[src/rtl/xlat_pkg.sv]
// Shared types for the offset-table address translator.
// Assumes the label encoding is fixed by the instruction format.
package xlat_pkg;

    typedef enum logic [1:0] {
        LBL_PRIV = 2'b00,
        LBL_TLB  = 2'b01,
        LBL_OFS  = 2'b10,
        LBL_RSV  = 2'b11
    } label_e;

    typedef enum logic [1:0] {
        PATH_BYP = 2'b00,
        PATH_OFS = 2'b01,
        PATH_TLB = 2'b10
    } path_e;

    // Path choice for a label and the valid bit of the addressed entry.
    function automatic path_e pick_path(input logic [1:0] lbl, input logic ent_valid);
        path_e p;
        case (lbl)
            LBL_PRIV: p = PATH_BYP;
            LBL_OFS:  p = ent_valid ? PATH_OFS : PATH_TLB;
            default:  p = PATH_TLB;
        endcase
        return p;
    endfunction

endpackage

[src/rtl/xlat_offset_table.sv]
// Programmable table of per-buffer page offsets.
// Reads are combinational from registered storage, so a write is seen
// by reads in later cycles only. Reset clears every entry.
module xlat_offset_table #(
    parameter int DEPTH = 8,
    parameter int OFS_W = 20,
    localparam int IDX_W = $clog2(DEPTH)
) (
    input  logic             clk,
    input  logic             rst_n,
    input  logic             wr_en,
    input  logic [IDX_W-1:0] wr_idx,
    input  logic             wr_valid,
    input  logic [OFS_W-1:0] wr_offset,
    input  logic [IDX_W-1:0] rd_idx,
    output logic             rd_valid,
    output logic [OFS_W-1:0] rd_offset
);

    logic [DEPTH-1:0] ent_v;
    logic [OFS_W-1:0] ent_o [DEPTH];
    logic [DEPTH-1:0] wr_hit;

    // One-hot decode of the write index.
    for (genvar e = 0; e < DEPTH; e++) begin : g_dec
        assign wr_hit[e] = wr_en && (wr_idx == IDX_W'(e));
    end

    // Entry storage update.
    always_ff @(posedge clk) begin
        if (!rst_n) begin
            ent_v <= '0;
            for (int e = 0; e < DEPTH; e++) ent_o[e] <= '0;
        end else begin
            for (int e = 0; e < DEPTH; e++) begin
                if (wr_hit[e]) begin
                    ent_v[e] <= wr_valid;
                    ent_o[e] <= wr_offset;
                end
            end
        end
    end

    // Read port.
    always_comb begin
        rd_valid  = ent_v[rd_idx];
        rd_offset = ent_o[rd_idx];
    end

    p_onehot_wr_r9: assert property (@(posedge clk) disable iff (!rst_n)
        $onehot0(wr_hit))
        else $error("table write decode not one-hot");

endmodule

[src/rtl/xlat_offset_adder.sv]
// Offset translation: a full-width page adder and a separate short
// superset adder on the low SS_W bits. Both wrap modulo their width.
// Assumes 1 <= SS_W < VPN_W.
module xlat_offset_adder #(
    parameter int VPN_W = 20,
    parameter int SS_W  = 2
) (
    input  logic [VPN_W-1:0] vpn,
    input  logic [VPN_W-1:0] offset,
    output logic [VPN_W-1:0] ppn,
    output logic [SS_W-1:0]  superset
);

    // Short adder feeding the cache index.
    always_comb superset = vpn[SS_W-1:0] + offset[SS_W-1:0];

    // Wide page adder forming the physical tag.
    always_comb ppn = vpn + offset;

endmodule

[src/rtl/xlat_ctrl.sv]
// Issue stage and TLB handshake. Registers the access and its table
// entry at issue, holds a TLB request until the response arrives and
// blocks new accesses meanwhile.
module xlat_ctrl
    import xlat_pkg::*;
#(
    parameter int VPN_W = 20
) (
    input  logic             clk,
    input  logic             rst_n,
    input  logic             acc_valid,
    input  logic [1:0]       acc_label,
    input  logic [VPN_W-1:0] acc_vpn,
    input  logic             ent_valid,
    input  logic [VPN_W-1:0] ent_offset,
    input  logic             tlb_resp_valid,
    output logic             acc_ready,
    output logic             s1_valid,
    output path_e            s1_path,
    output logic [VPN_W-1:0] s1_vpn,
    output logic [VPN_W-1:0] s1_offset,
    output logic             s1_done,
    output logic             tlb_req_valid
);

    logic  waiting;
    logic  accept;

    // TLB request outstanding and unanswered.
    always_comb waiting = s1_valid && (s1_path == PATH_TLB) && !tlb_resp_valid;

    // Handshake with the issuing pipeline.
    always_comb begin
        acc_ready     = !waiting;
        accept        = acc_valid && acc_ready;
        s1_done       = s1_valid && !waiting;
        tlb_req_valid = s1_valid && (s1_path == PATH_TLB);
    end

    // Stage register: load on accept, retire on completion.
    always_ff @(posedge clk) begin
        if (!rst_n) begin
            s1_valid  <= 1'b0;
            s1_path   <= PATH_BYP;
            s1_vpn    <= '0;
            s1_offset <= '0;
        end else if (accept) begin
            s1_valid  <= 1'b1;
            s1_path   <= pick_path(acc_label, ent_valid);
            s1_vpn    <= acc_vpn;
            s1_offset <= ent_offset;
        end else if (s1_done) begin
            s1_valid  <= 1'b0;
        end
    end

    p_req_hold_r5: assert property (@(posedge clk) disable iff (!rst_n)
        (tlb_req_valid && !tlb_resp_valid) |=> (tlb_req_valid && $stable(s1_vpn)))
        else $error("TLB request dropped before response");

    p_busy_blocks_r7: assert property (@(posedge clk) disable iff (!rst_n)
        (tlb_req_valid && !tlb_resp_valid) |-> !acc_ready)
        else $error("access accepted while TLB pending");

endmodule

[src/rtl/xlat_sel_top.sv]
// Offset-table address translator top. Selects per access between
// bypass (virtual tag), offset addition and an external TLB, and
// drives the page number, superset bits and tag mode of the result.
module xlat_sel_top
    import xlat_pkg::*;
#(
    parameter int VA_W   = 32,
    parameter int PAGE_W = 12,
    parameter int SS_W   = 2,
    parameter int DEPTH  = 8,
    localparam int VPN_W = VA_W - PAGE_W,
    localparam int IDX_W = $clog2(DEPTH)
) (
    input  logic             clk,
    input  logic             rst_n,
    input  logic             acc_valid,
    output logic             acc_ready,
    input  logic [1:0]       acc_label,
    input  logic [IDX_W-1:0] acc_idx,
    input  logic [VPN_W-1:0] acc_vpn,
    input  logic             cfg_we,
    input  logic [IDX_W-1:0] cfg_idx,
    input  logic             cfg_valid,
    input  logic [VPN_W-1:0] cfg_offset,
    output logic             tlb_req_valid,
    output logic [VPN_W-1:0] tlb_req_vpn,
    input  logic             tlb_resp_valid,
    input  logic [VPN_W-1:0] tlb_resp_ppn,
    output logic             out_valid,
    output logic [VPN_W-1:0] out_ppn,
    output logic [SS_W-1:0]  out_superset,
    output logic             out_phys
);

    logic             ent_valid;
    logic [VPN_W-1:0] ent_offset;
    logic             s1_valid;
    path_e            s1_path;
    logic [VPN_W-1:0] s1_vpn;
    logic [VPN_W-1:0] s1_offset;
    logic             s1_done;
    logic [VPN_W-1:0] add_ppn;
    logic [SS_W-1:0]  add_ss;

    xlat_offset_table #(.DEPTH(DEPTH), .OFS_W(VPN_W)) u_tbl (
        .clk       (clk),
        .rst_n     (rst_n),
        .wr_en     (cfg_we),
        .wr_idx    (cfg_idx),
        .wr_valid  (cfg_valid),
        .wr_offset (cfg_offset),
        .rd_idx    (acc_idx),
        .rd_valid  (ent_valid),
        .rd_offset (ent_offset)
    );

    xlat_ctrl #(.VPN_W(VPN_W)) u_ctrl (
        .clk            (clk),
        .rst_n          (rst_n),
        .acc_valid      (acc_valid),
        .acc_label      (acc_label),
        .acc_vpn        (acc_vpn),
        .ent_valid      (ent_valid),
        .ent_offset     (ent_offset),
        .tlb_resp_valid (tlb_resp_valid),
        .acc_ready      (acc_ready),
        .s1_valid       (s1_valid),
        .s1_path        (s1_path),
        .s1_vpn         (s1_vpn),
        .s1_offset      (s1_offset),
        .s1_done        (s1_done),
        .tlb_req_valid  (tlb_req_valid)
    );

    xlat_offset_adder #(.VPN_W(VPN_W), .SS_W(SS_W)) u_add (
        .vpn      (s1_vpn),
        .offset   (s1_offset),
        .ppn      (add_ppn),
        .superset (add_ss)
    );

    // Request page number to the TLB.
    always_comb tlb_req_vpn = s1_vpn;

    // Result selection by path.
    always_comb begin
        out_valid    = s1_done;
        out_ppn      = '0;
        out_superset = '0;
        out_phys     = 1'b0;
        if (s1_done) begin
            case (s1_path)
                PATH_BYP: begin
                    out_ppn      = s1_vpn;
                    out_superset = s1_vpn[SS_W-1:0];
                end
                PATH_OFS: begin
                    out_ppn      = add_ppn;
                    out_superset = add_ss;
                    out_phys     = 1'b1;
                end
                default: begin
                    out_ppn      = tlb_resp_ppn;
                    out_superset = tlb_resp_ppn[SS_W-1:0];
                    out_phys     = 1'b1;
                end
            endcase
        end
    end

    p_ss_match_r4: assert property (@(posedge clk) disable iff (!rst_n)
        out_valid |-> (out_superset == out_ppn[SS_W-1:0]))
        else $error("superset bits disagree with page number");

    p_no_stray_r8: assert property (@(posedge clk) disable iff (!rst_n)
        out_valid |-> ($past(acc_valid && acc_ready) || tlb_req_valid))
        else $error("result without an issued access");

    p_virt_no_tlb_r2: assert property (@(posedge clk) disable iff (!rst_n)
        (out_valid && !out_phys) |-> !tlb_req_valid)
        else $error("virtual result while TLB request raised");

endmodule

[config.mk]
export PLATFORM = sky130hd
export DESIGN_NAME = xlat_sel_top
export DESIGN_NICKNAME = d
export VERILOG_FILES = /design/src/rtl/xlat_pkg.sv /design/src/rtl/xlat_offset_table.sv /design/src/rtl/xlat_offset_adder.sv /design/src/rtl/xlat_ctrl.sv /design/src/rtl/xlat_sel_top.sv
export SDC_FILE = /design/constraint.sdc
export NUM_CORES = 1
export LEC_CHECK = 0
export ABC_AREA = 1
export BUFFER_PORTS_ARGS = -buffer_cell sky130_fd_sc_hd__buf_2
export CAP_MARGIN = 0
export CORE_MARGIN = 5
export CORE_UTILIZATION = 30
export CTS_CLUSTER_DIAMETER = 80
export DETAILED_ROUTE_END_ITERATION = 6
export PLACE_DENSITY_LB_ADDON = 0.1
export RECOVER_POWER = 100
export SLEW_MARGIN = 30
export SYNTH_ARGS = -nofsm -noshare
export SYNTH_HDL_FRONTEND = slang
export SYNTH_SLANG_ARGS = --single-unit
[constraint.sdc]
create_clock -name clk -period 2.1 [get_ports clk]
set_input_delay 0.105 -clock clk [delete_from_list [all_inputs] [get_ports clk]]
set_output_delay 0.105 -clock clk [all_outputs]
set_load 0.03 [all_outputs]
==> results of run 1 <==
[worst paths after layout]
| check | start | end | cells after the start |
|---|---|---|---|
| worst max-delay path | u_ctrl.s1_vpn[0] | out_ppn[6] | 11 |
| worst min-delay path | cfg_idx[2] | u_tbl.ent_v[0] | 6 |
| worst max register to register | u_ctrl.s1_path[0] | u_ctrl.s1_offset[13] | 6 |
| worst min register to register | u_tbl.ent_v[6] | u_tbl.ent_v[6] | 2 |
[per-layer routing]
metal	wire length [um]	part of all wire [%]
met1	15400	48
met2	14700	46
met3	1530	4.8
met4	454	1.4
met5	0	0
[synth_stat cells, drive strengths merged (3+ instances only)]
cell,n,share of area (%)
nor2,281,10
nand2,197,7.2
edfxtp,160,47
o21ai,133,6.5
inv,78,2.9
clkbuf,52,1.9
dfxtp,51,10
o22ai,41,2.5
a21oi,36,1.8
nand3,34,1.7
a31oi,29,1.8
ha,19,2.3
buf,17,1.1
a22oi,12,0.88
nand3b,6,0.44
or2,5,0.31
a21boi,3,0.22
nand4,3,0.18
nor3,3,0.15
[where the power goes]
| part | switching, mW | internal, mW | total [mW] |
|---|---|---|---|
| Sequential | 0.124 | 4.80 | 4.93 |
| Combinational | 1.05 | 0.662 | 1.71 |
| Clock | 1.71 | 2.49 | 4.19 |
[sequential cells by signal, indices dropped and copies added, names as in the netlist]
signal and count:
u_tbl.ent_o 160, u_ctrl.s1_offset 20, u_ctrl.s1_vpn 20, u_tbl.ent_v 8, u_ctrl.s1_path 2, u_ctrl.s1_valid 1
[critical path, delay by kind of cell (launching register included)]
kind	cells	cell delay (ps)
AOI/OAI and AO/OA	3	340
adders and majority gates	2	520
buffers and inverters	2	270
DFF	1	330
and+or+nand+nor	4	360
[cell type report]
cell class	instances	area share (%)
clock inverters	13	0.914
clock buffers	30	4.85
well taps	448	4.09
multi-input cells	810	33.3
flip-flops and latches	211	42.8
repair buffers	226	11.9
inverters	78	2.14
[per-stage QoR]
step           worst slack, ps  hold WS [ps]  TNS, ps  std cells
6_report                  -349          31.2    -4530       1816
5_1_grt                   -419          48.0   -13250       1816
4_1_cts                   -425          14.2    -5580       1813
3_5_place_dp              -159           336     -448       1729
3_3_place_gp              -143           327     -366       1729
2_1_floorplan            -14.2           240    -14.2       1168
[repair_timing]
action                     in CTS  in global routing
hold buffers                   28                  0
gates resized for setup       184                 47
hold endpoints to repair       30                  0
setup endpoints to repair      23                 27
buffers inserted               13                  4
gates cloned                    0                  1
pin swaps                      52                 34
[cell families after synthesis]
logic type,after synthesis
simple gates,532
compound gates,257
flops,211
buf+inv,147
fa+ha+maj,20
xor+xnor,1
==> results.yml, run 1 <==
setup_path:
  crit_slowest_cell: "fa_2"
  ff2ff_setup_slack_ps: 40
  worstPathMaxFanout: 3
  timing.critical_path.required_ps: 2000
  critical_path.cell_chain: "ha_4 -> fa_2 -> nand3_2 -> nand3_4 -> nand2_4 -> nand2_4 -> buf_6 -> a21boi_2 -> o21ai_2 -> a31oi_2 -> buf_6"
  cp_arrival_ps: 2340
  timing.critical_path.to_type: "output port"
  longest_individual_stage_delay_on_the_worst_path_ps: 360
  setup.worst_path.class: "reg -> out"
  startpoint_type: "flip-flop"
cells_and_area:
  layout-area-overhead-vs-synth_pct: 33.8
  antenna_cells: 0
  footprint_of_the_multi_input_gates_um2: 4560
  num-nets-final: 1446
  final_util_pct: 40.7
  commonest_non_fill_non_tap_cells_in_the_layout: "nor2_1, nand2_1, edfxtp_1"
  layout.area.seq_um2: 5860
  fin_area_um2: 13700
  num-fill-cells: 3365
  drive_above_1_share_pct: 27.0
  layout_commonest_cell: "nor2_1"
sta:
  fmax_mhz: 408
  fin_skew_ps: 20.6
  slew_violations: 0
  max-slew-margin-rel_pct: 27.3
  worst_pin_slew_ps: 1090
  post-route-worst-setup-slack_ps: -349
  grt_setup_unrepaired: "true"
  final_hold_fails: 0
  final_min_period_over_clock_period_pct: 117
  min_period_ps: 2450
  setup_viol: 23
run_status:
  outcome: "finished with violations"
  failed_checks: "negative setup slack"
global_route:
  grt_use_met3_pct: 2.56
  grt_first_pass_wirelength_mm: 49.5
  overflow: 0
  first_global_vias: 8512
  initial_antenna_violation_count: 0
  busiest_layer: "met2"
  grt_util_all_layers_pct: 16.3
  grtUsageMet1_pct: 23.1
  grt_util_met2_pct: 27.0
  grt_max_degree: 67
clocking:
  tritoncts.num_buffers: 25
  tritoncts: "done"
  cts-root-buf: "clkbuf_16"
  cts.htree.levels: 1
  clk_transition_reported_paths_ps: 60
  cts_max_path_buffers: 3
  clock-sinks: 211
  clkLatencyLatePin_ps: 530
power:
  leakage_nw: 5.38
  powerDensity_nw_per_um2: 791
  irDropWorstVdd_v: 0.000560
  report.power.total_mw: 10.8
detailed_routing:
  post_drt_wl_per_cell_um: 17.7
  drt_wirelength_mm: 32.1
  initial_drt_pass_iterations: 4
  count_of_routing_violations_after_the_opening_detailed_route_iteration: 507
  postRouteAntennaNets: 0
  per_cell_via_count_in_the_routed_design: 4.78
  num_vias: 8678
  drc: 0
floorplanning:
  die_area_um2: 37900
  die_x_um: 195
  core_area_um2: 33600
  rows: 67
  floorplan.io_pins: 120
  initial_core_util_pct: 30.4
  die-height_um: 195
synth:
  synthSimpleGateAreaFrac_pct: 20.7
  number_of_synthesized_flops_with_an_enable_pin: 160
  synth_top_flop_cell: "edfxtp_1"
  yosysWarnings: 0
  synth_top_family_by_area: "simple AND/OR/NAND/NOR gates"
  synth_area_um2: 10200
  synth-adder-area-share_pct: 2.52
  synth_cells: 1168
  synth.ff_latch_count: 211
  postSynthAreaPerCell_um2: 8.76
  postSynth.asyncResetShare_pct: 0
  synth-seq-area-share_pct: 57.0
  synthXorXnorAreaFrac_pct: 0.0856
  synthMuxAreaShare_pct: 0
  synth_compound_area_share_pct: 13.9
  synth.net_count: 1262
  synth.lib_cells_used.distinct: 30
min_path:
  timing.hold.worst.class: "in -> reg"
placed_design:
  finalWeightedCongestion: 0.782
  port_buffers: 119
  placed_area_um2: 11700
  hpwlAfterDp_mm: 21.2
run:
  cap_viol_max_count: 0
No activity file was read; power rests on OpenSTA's default activity.
==> inputs of run 2 (changes only) <==
--- a/config.mk
+++ b/config.mk
@@ -8,7 +8,6 @@
 export ABC_AREA = 1
 export BUFFER_PORTS_ARGS = -buffer_cell sky130_fd_sc_hd__buf_2
 export CAP_MARGIN = 0
-export CORE_MARGIN = 5
 export CORE_UTILIZATION = 30
 export CTS_CLUSTER_DIAMETER = 80
 export DETAILED_ROUTE_END_ITERATION = 6
==> constraint.sdc (replaced) <==
create_clock -name clk -period 2.1 [get_ports clk]
set_input_delay 0.21 -clock clk [delete_from_list [all_inputs] [get_ports clk]]
set_output_delay 0.21 -clock clk [all_outputs]
set_load 0.03 [all_outputs]
==> results.yml, run 2 (synthesis results as in run 1) <==
min_path:
  min-delay-start: "cfg_valid"
  timing.hold.worst.class: "in -> reg"
power:
  leakage_nw: 5.46
  powerDensity_nw_per_um2: 785
  share_seq_of_total_power_pct: 45.1
  netSwitchingFraction_pct: 26.5
  power_report.internal_total_mw: 8.03
  irDropWorstVdd_v: 0.000669
  combinationalPowerShare_pct: 16.0
  clkPwrFrac_pct: 38.9
  p_sw_mw: 2.90
detailed_routing:
  met2WireLength_mm: 14.5
  num_vias: 8718
  drt-met1-wl_mm: 16.1
  route.top_layer_used: "met4"
  initial_drt_pass_iterations: 7
  postRouteAntennaNets: 0
  routed-wl-met3_mm: 1.19
  per_cell_via_count_in_the_routed_design: 4.75
  count_of_routing_violations_after_the_opening_detailed_route_iteration: 631
  drc: 1
  post_drt_wl_per_cell_um: 17.6
  drt_wirelength_mm: 32.2
sta:
  fmax_mhz: 395
  final_min_period_over_clock_period_pct: 121
  worst_pin_slew_ps: 1430
  post-route-worst-setup-slack_ps: -432
  slew_violations: 0
  min_period_ps: 2530
  fin_skew_ps: 17.5
  max-slew-margin-rel_pct: 4.75
  grt_setup_unrepaired: "true"
  finalSetupTns_ps: -6430
  setup_viol: 22
  final_hold_fails: 0
cells_and_area:
  drive_above_1_share_pct: 28.6
  num-fill-cells: 3346
  num-nets-final: 1461
  commonest_non_fill_non_tap_cells_in_the_layout: "nor2_1, nand2_1, edfxtp_1"
  final_util_pct: 41.5
  antenna_cells: 0
  largest_registers: "u_tbl.ent_o: 160 flops, u_ctrl.s1_offset: 20 flops, u_ctrl.s1_vpn: 20 flops"
  registers.top_by_ff_count: "u_tbl.ent_o"
  largest_register_ff_count: 160
  layout_commonest_cell: "nor2_1"
  layout-area-overhead-vs-synth_pct: 36.1
floorplanning:
  initial_core_util_pct: 30.5
  die_x_um: 187
  die_area_um2: 34800
  core_area_um2: 33500
  die-height_um: 187
  rows: 67
  floorplan.io_pins: 120
clocking:
  clkLatencyLatePin_ps: 530
  tritoncts.num_buffers: 26
  tritoncts: "done"
  cts_max_path_buffers: 3
  clk_transition_reported_paths_ps: 60
  cts-root-buf: "clkbuf_16"
  clock-sinks: 211
  cts.htree.levels: 1
global_route:
  grt_util_all_layers_pct: 18.3
  overflow: 0
  first_global_vias: 8595
  grt_max_degree: 55
  initial_antenna_violation_count: 0
  grt_first_pass_wirelength_mm: 49.9
placed_design:
  port_buffers: 119
  finalWeightedCongestion: 0.821
  hpwlAfterDp_mm: 20.9
setup_path:
  rr_startpoint: "u_ctrl.s1_path[1]"
  startpoint_type: "flip-flop"
  cp_arrival_ps: 2320
  worstPathMaxFanout: 3
  timing.critical_path.required_ps: 1890
  ff2ff_setup_slack_ps: 70
  worstSetupStartpoint: "u_ctrl.s1_offset[0]"
  setup.worst_path.class: "reg -> out"
  timing.critical_path.to_type: "output port"
run:
  cap_viol_max_count: 0
run_status:
  failed_checks: "design-rule violations, negative setup slack"
  outcome: "finished with violations"
==> run 2: critical path: stages (launching register included) <==
cell     delay, ps
dfxtp_2        330
ha_4           170
fa_2           370
nand3_2        100
nand3_4        120
nand2_4        100
nand2_4         70
nand3_4         80
nand2_1         50
nand2_1         70
nand3_2         60
a21oi_2        130
buf_6          140
==> run 2: final timing paths <==
path,endpoint,cells past startpoint
max,out_ppn[14],12
max reg2reg,u_ctrl.s1_path[0],8
min reg2reg,u_tbl.ent_v[2],2
min,u_tbl.ent_v[2],3
==> run 2: cell type report <==
type / instances / area, um^2 / share of cell area [%]
flip-flops and latches: 211 / 5870 / 42.1
multi-input cells: 810 / 4580 / 32.9
repair buffers: 240 / 1800 / 12.9
clock buffers: 38 / 737 / 5.29
well taps: 448 / 561 / 4.03
inverters: 78 / 298 / 2.14
clock inverters: 10 / 72.6 / 0.521
==> run 2: metrics by stage <==
| stage | cells | instance area (um^2) | total power, mW | setup WS (ps) | hold WS [ps] |
|---|---|---|---|---|---|
| final | 1835 | 13900 | 10.9 | -432 | 27.3 |
| after global routing | 1835 | 13900 | 11.4 | -591 | 27.8 |
| after detailed placement | 1750 | 11900 | 6.45 | -207 | 439 |
| after CTS | 1825 | 13600 | 11.0 | -441 | 5.24 |
| after floorplan | 1168 | 10300 | 5.82 | -32.5 | 345 |
| after global placement | 1750 | 11900 | 6.45 | -208 | 432 |
==> run 2: power groups by stage <==
| stage | registers (mW) | logic [mW] | clock network, mW |
|---|---|---|---|
| after floorplan | 5.01 | 0.812 | 0 |
| after CTS | 4.93 | 1.67 | 4.35 |
| after global routing | 4.96 | 1.93 | 4.50 |
| after global placement | 4.97 | 1.48 | 0 |
| final | 4.93 | 1.75 | 4.26 |
| after detailed placement | 4.98 | 1.47 | 0 |
==> run 2: layer usage <==
| layer | up-vias | GRT usage (%) |
|---|---|---|
| met5 | - | 0 |
| met1 | 4117 | 26.7 |
| met4 | 0 | 3.47 |
| li1 | 4382 | - |
| met2 | 185 | 29.2 |
| met3 | 34 | 2.13 |
==> run 2: what timing repair did <==
| item | 4_1_cts | 5_1_grt |
|---|---|---|
| gates resized for setup | 158 | 84 |
| hold endpoints to repair | 22 | 0 |
| setup endpoints to repair | 23 | 23 |
| gates cloned | 1 | 1 |
| buffers inserted | 3 | 9 |
| pin swaps | 26 | 40 |
| hold buffers | 23 | 0 |
==> inputs of run 3 (changes only) <==
--- a/config.mk
+++ b/config.mk
@@ -6,11 +6,12 @@
 export NUM_CORES = 1
 export LEC_CHECK = 0
 export ABC_AREA = 1
-export BUFFER_PORTS_ARGS = -buffer_cell sky130_fd_sc_hd__buf_2
 export CAP_MARGIN = 0
 export CORE_UTILIZATION = 30
 export CTS_CLUSTER_DIAMETER = 80
 export DETAILED_ROUTE_END_ITERATION = 6
+export DONT_BUFFER_PORTS = 1
+export GPL_TIMING_DRIVEN = 0
 export PLACE_DENSITY_LB_ADDON = 0.1
 export RECOVER_POWER = 100
 export SLEW_MARGIN = 30
==> results.yml, run 3 (synthesis results as in run 1) <==
detailed_routing:
  per_cell_via_count_in_the_routed_design: 4.84
  post_drt_wl_per_cell_um: 18.4
  postRouteAntennaNets: 0
  count_of_routing_violations_after_the_opening_detailed_route_iteration: 465
  drt_wirelength_mm: 31.6
  num_vias: 8320
  initial_drt_pass_iterations: 7
  drc: 0
power:
  power_report.internal_total_mw: 7.81
  netSwitchingFraction_pct: 27.3
  leakage_nw: 4.86
  combinationalPowerShare_pct: 14.0
  clkPwrFrac_pct: 39.4
  share_seq_of_total_power_pct: 46.5
  irDropWorstVdd_v: 0.000604
  powerDensity_nw_per_um2: 810
  p_sw_mw: 2.94
cells_and_area:
  drive_above_1_share_pct: 20.8
  num-fill-cells: 3377
  commonest_non_fill_non_tap_cells_in_the_layout: "nor2_1, edfxtp_1, nand2_1"
  layout-area-overhead-vs-synth_pct: 29.8
  largest_register_ff_count: 160
  layout.area.seq_um2: 5900
  layout_commonest_cell: "nor2_1"
  footprint_of_the_multi_input_gates_um2: 4800
  antenna_cells: 0
  registers.top_by_ff_count: "u_tbl.ent_o"
  post_layout_nonfiller_instances: 1719
  num-nets-final: 1346
  largest_registers: "u_tbl.ent_o: 160 flops, u_ctrl.s1_offset: 20 flops, u_ctrl.s1_vpn: 20 flops"
setup_path:
  crit_slowest_cell: "dfxtp_4"
  startpoint_type: "flip-flop"
  cp_arrival_ps: 2400
  crit_path_frequent_cell: "nand2_1"
  critical_path.cell_chain: "ha_4 -> fa_2 -> nand3_2 -> nand3_2 -> nand2_1 -> nand2_4 -> nand2_2 -> nand2_1 -> nand2_1 -> nand3_1 -> a21oi_4"
  worstPathMaxFanout: 4
  setup.worst_path.class: "reg -> out"
  timing.critical_path.required_ps: 1890
  longest_individual_stage_delay_on_the_worst_path_ps: 390
  timing.critical_path.to_type: "output port"
sta:
  final_hold_fails: 0
  holdWs_ps: 39.8
  max-slew-margin-rel_pct: 37.7
  grt_setup_unrepaired: "true"
  final_min_period_over_clock_period_pct: 124
  slew_violations: 0
  worst_pin_slew_ps: 927
  post-route-worst-setup-slack_ps: -508
  fmax_mhz: 383
  min_period_ps: 2610
  setup_viol: 21
  fin_skew_ps: 13.0
run:
  cap_viol_max_count: 0
clocking:
  clk_transition_reported_paths_ps: 60
  cts-root-buf: "clkbuf_16"
  tritoncts.num_buffers: 26
  tritoncts: "done"
  cts_max_path_buffers: 3
  clock-sinks: 211
  cts.htree.levels: 1
  clkLatencyLatePin_ps: 520
global_route:
  grt_first_pass_wirelength_mm: 47.3
  initial_antenna_violation_count: 1
  overflow: 0
  first_global_vias: 8206
  grt_max_degree: 22
  grt_util_all_layers_pct: 17.6
floorplanning:
  die_area_um2: 34800
  initial_core_util_pct: 30.5
  die-height_um: 187
  floorplan.io_pins: 120
  die_x_um: 187
  core_area_um2: 33500
  rows: 67
placed_design:
  port_buffers: 0
  hpwlAfterDp_mm: 22.8
  finalWeightedCongestion: 0.818
  placedCellCount: 1616
run_status:
  failed_checks: "negative setup slack"
  outcome: "finished with violations"
min_path:
  timing.hold.worst.class: "in -> reg"
run 3: cell type report:
class | instances | share of cell area (%)
clock buffers | 33 | 5.56
multi-input cells | 810 | 36.2
clock inverters | 14 | 0.632
plain buffers | 69 | 2.72
well taps | 448 | 4.22
flip-flops and latches | 211 | 44.5
inverters | 78 | 2.26
repair buffers | 56 | 3.93
run 3: timing repair:
action / 4_1_cts / 5_1_grt
hold buffers: 27 / 0
cloned: 0 / 1
pin swaps: 36 / 48
gates resized for setup: 169 / 87
buffers inserted: 11 / 18
endpoints found under the hold margin: 29 / 0
setup endpoints to repair: 103 / 62
run 3: routing by layer:
layer / global-route usage (%) / vias to the layer above / wire length (um)
met3: 4.10 / 35 / 2100
li1: - / 4151 / -
met5: 0 / - / 12
met1: 23.2 / 3888 / 14100
met4: 4.45 / 2 / 623
met2: 29.1 / 244 / 14800
run 3: power groups by stage:
stage | combinational [mW] | sequential, mW | clock [mW]
floorplan | 0.812 | 5.01 | 0
global route | 1.66 | 5.03 | 4.51
CTS | 1.39 | 5.00 | 4.36
finish | 1.51 | 5.00 | 4.24
global placement | 1.14 | 5.07 | 0
detailed placement | 1.14 | 5.07 | 0
run 3: final timing paths:
check        depth (start not counted)  slack (ps)               from                   end
max                                 11        -510   u_ctrl.s1_vpn[0]           out_ppn[12]
min                                  4          40         acc_idx[2]     u_ctrl.s1_path[1]
max reg2reg                          7         440  u_ctrl.s1_path[1]  u_ctrl.s1_offset[13]
min reg2reg                          2         460     u_tbl.ent_v[3]        u_tbl.ent_v[3]
run 3: through the flow:
stage / instance area, um^2 / utilization [%] / worst slack, ps / setup TNS, ps / total power, mW
2_1_floorplan: 10300 / - / -32.5 / -47.1 / 5.82
3_3_place_gp: 10900 / 32.4 / -902 / -111190 / 6.21
3_5_place_dp: 10900 / 32.4 / -757 / -88940 / 6.21
4_1_cts: 12800 / 38.2 / -583 / -8660 / 10.7
5_1_grt: 13300 / 39.6 / -592 / -8930 / 11.2
6_report: 13300 / 39.6 / -508 / -7080 / 10.7
run 3: critical path, delay by kind of cell (launching register included):
family / cells / cell delay (ps)
simple gates: 8 / 660
fa+ha+maj: 2 / 550
flops: 1 / 390
compound gates: 1 / 280
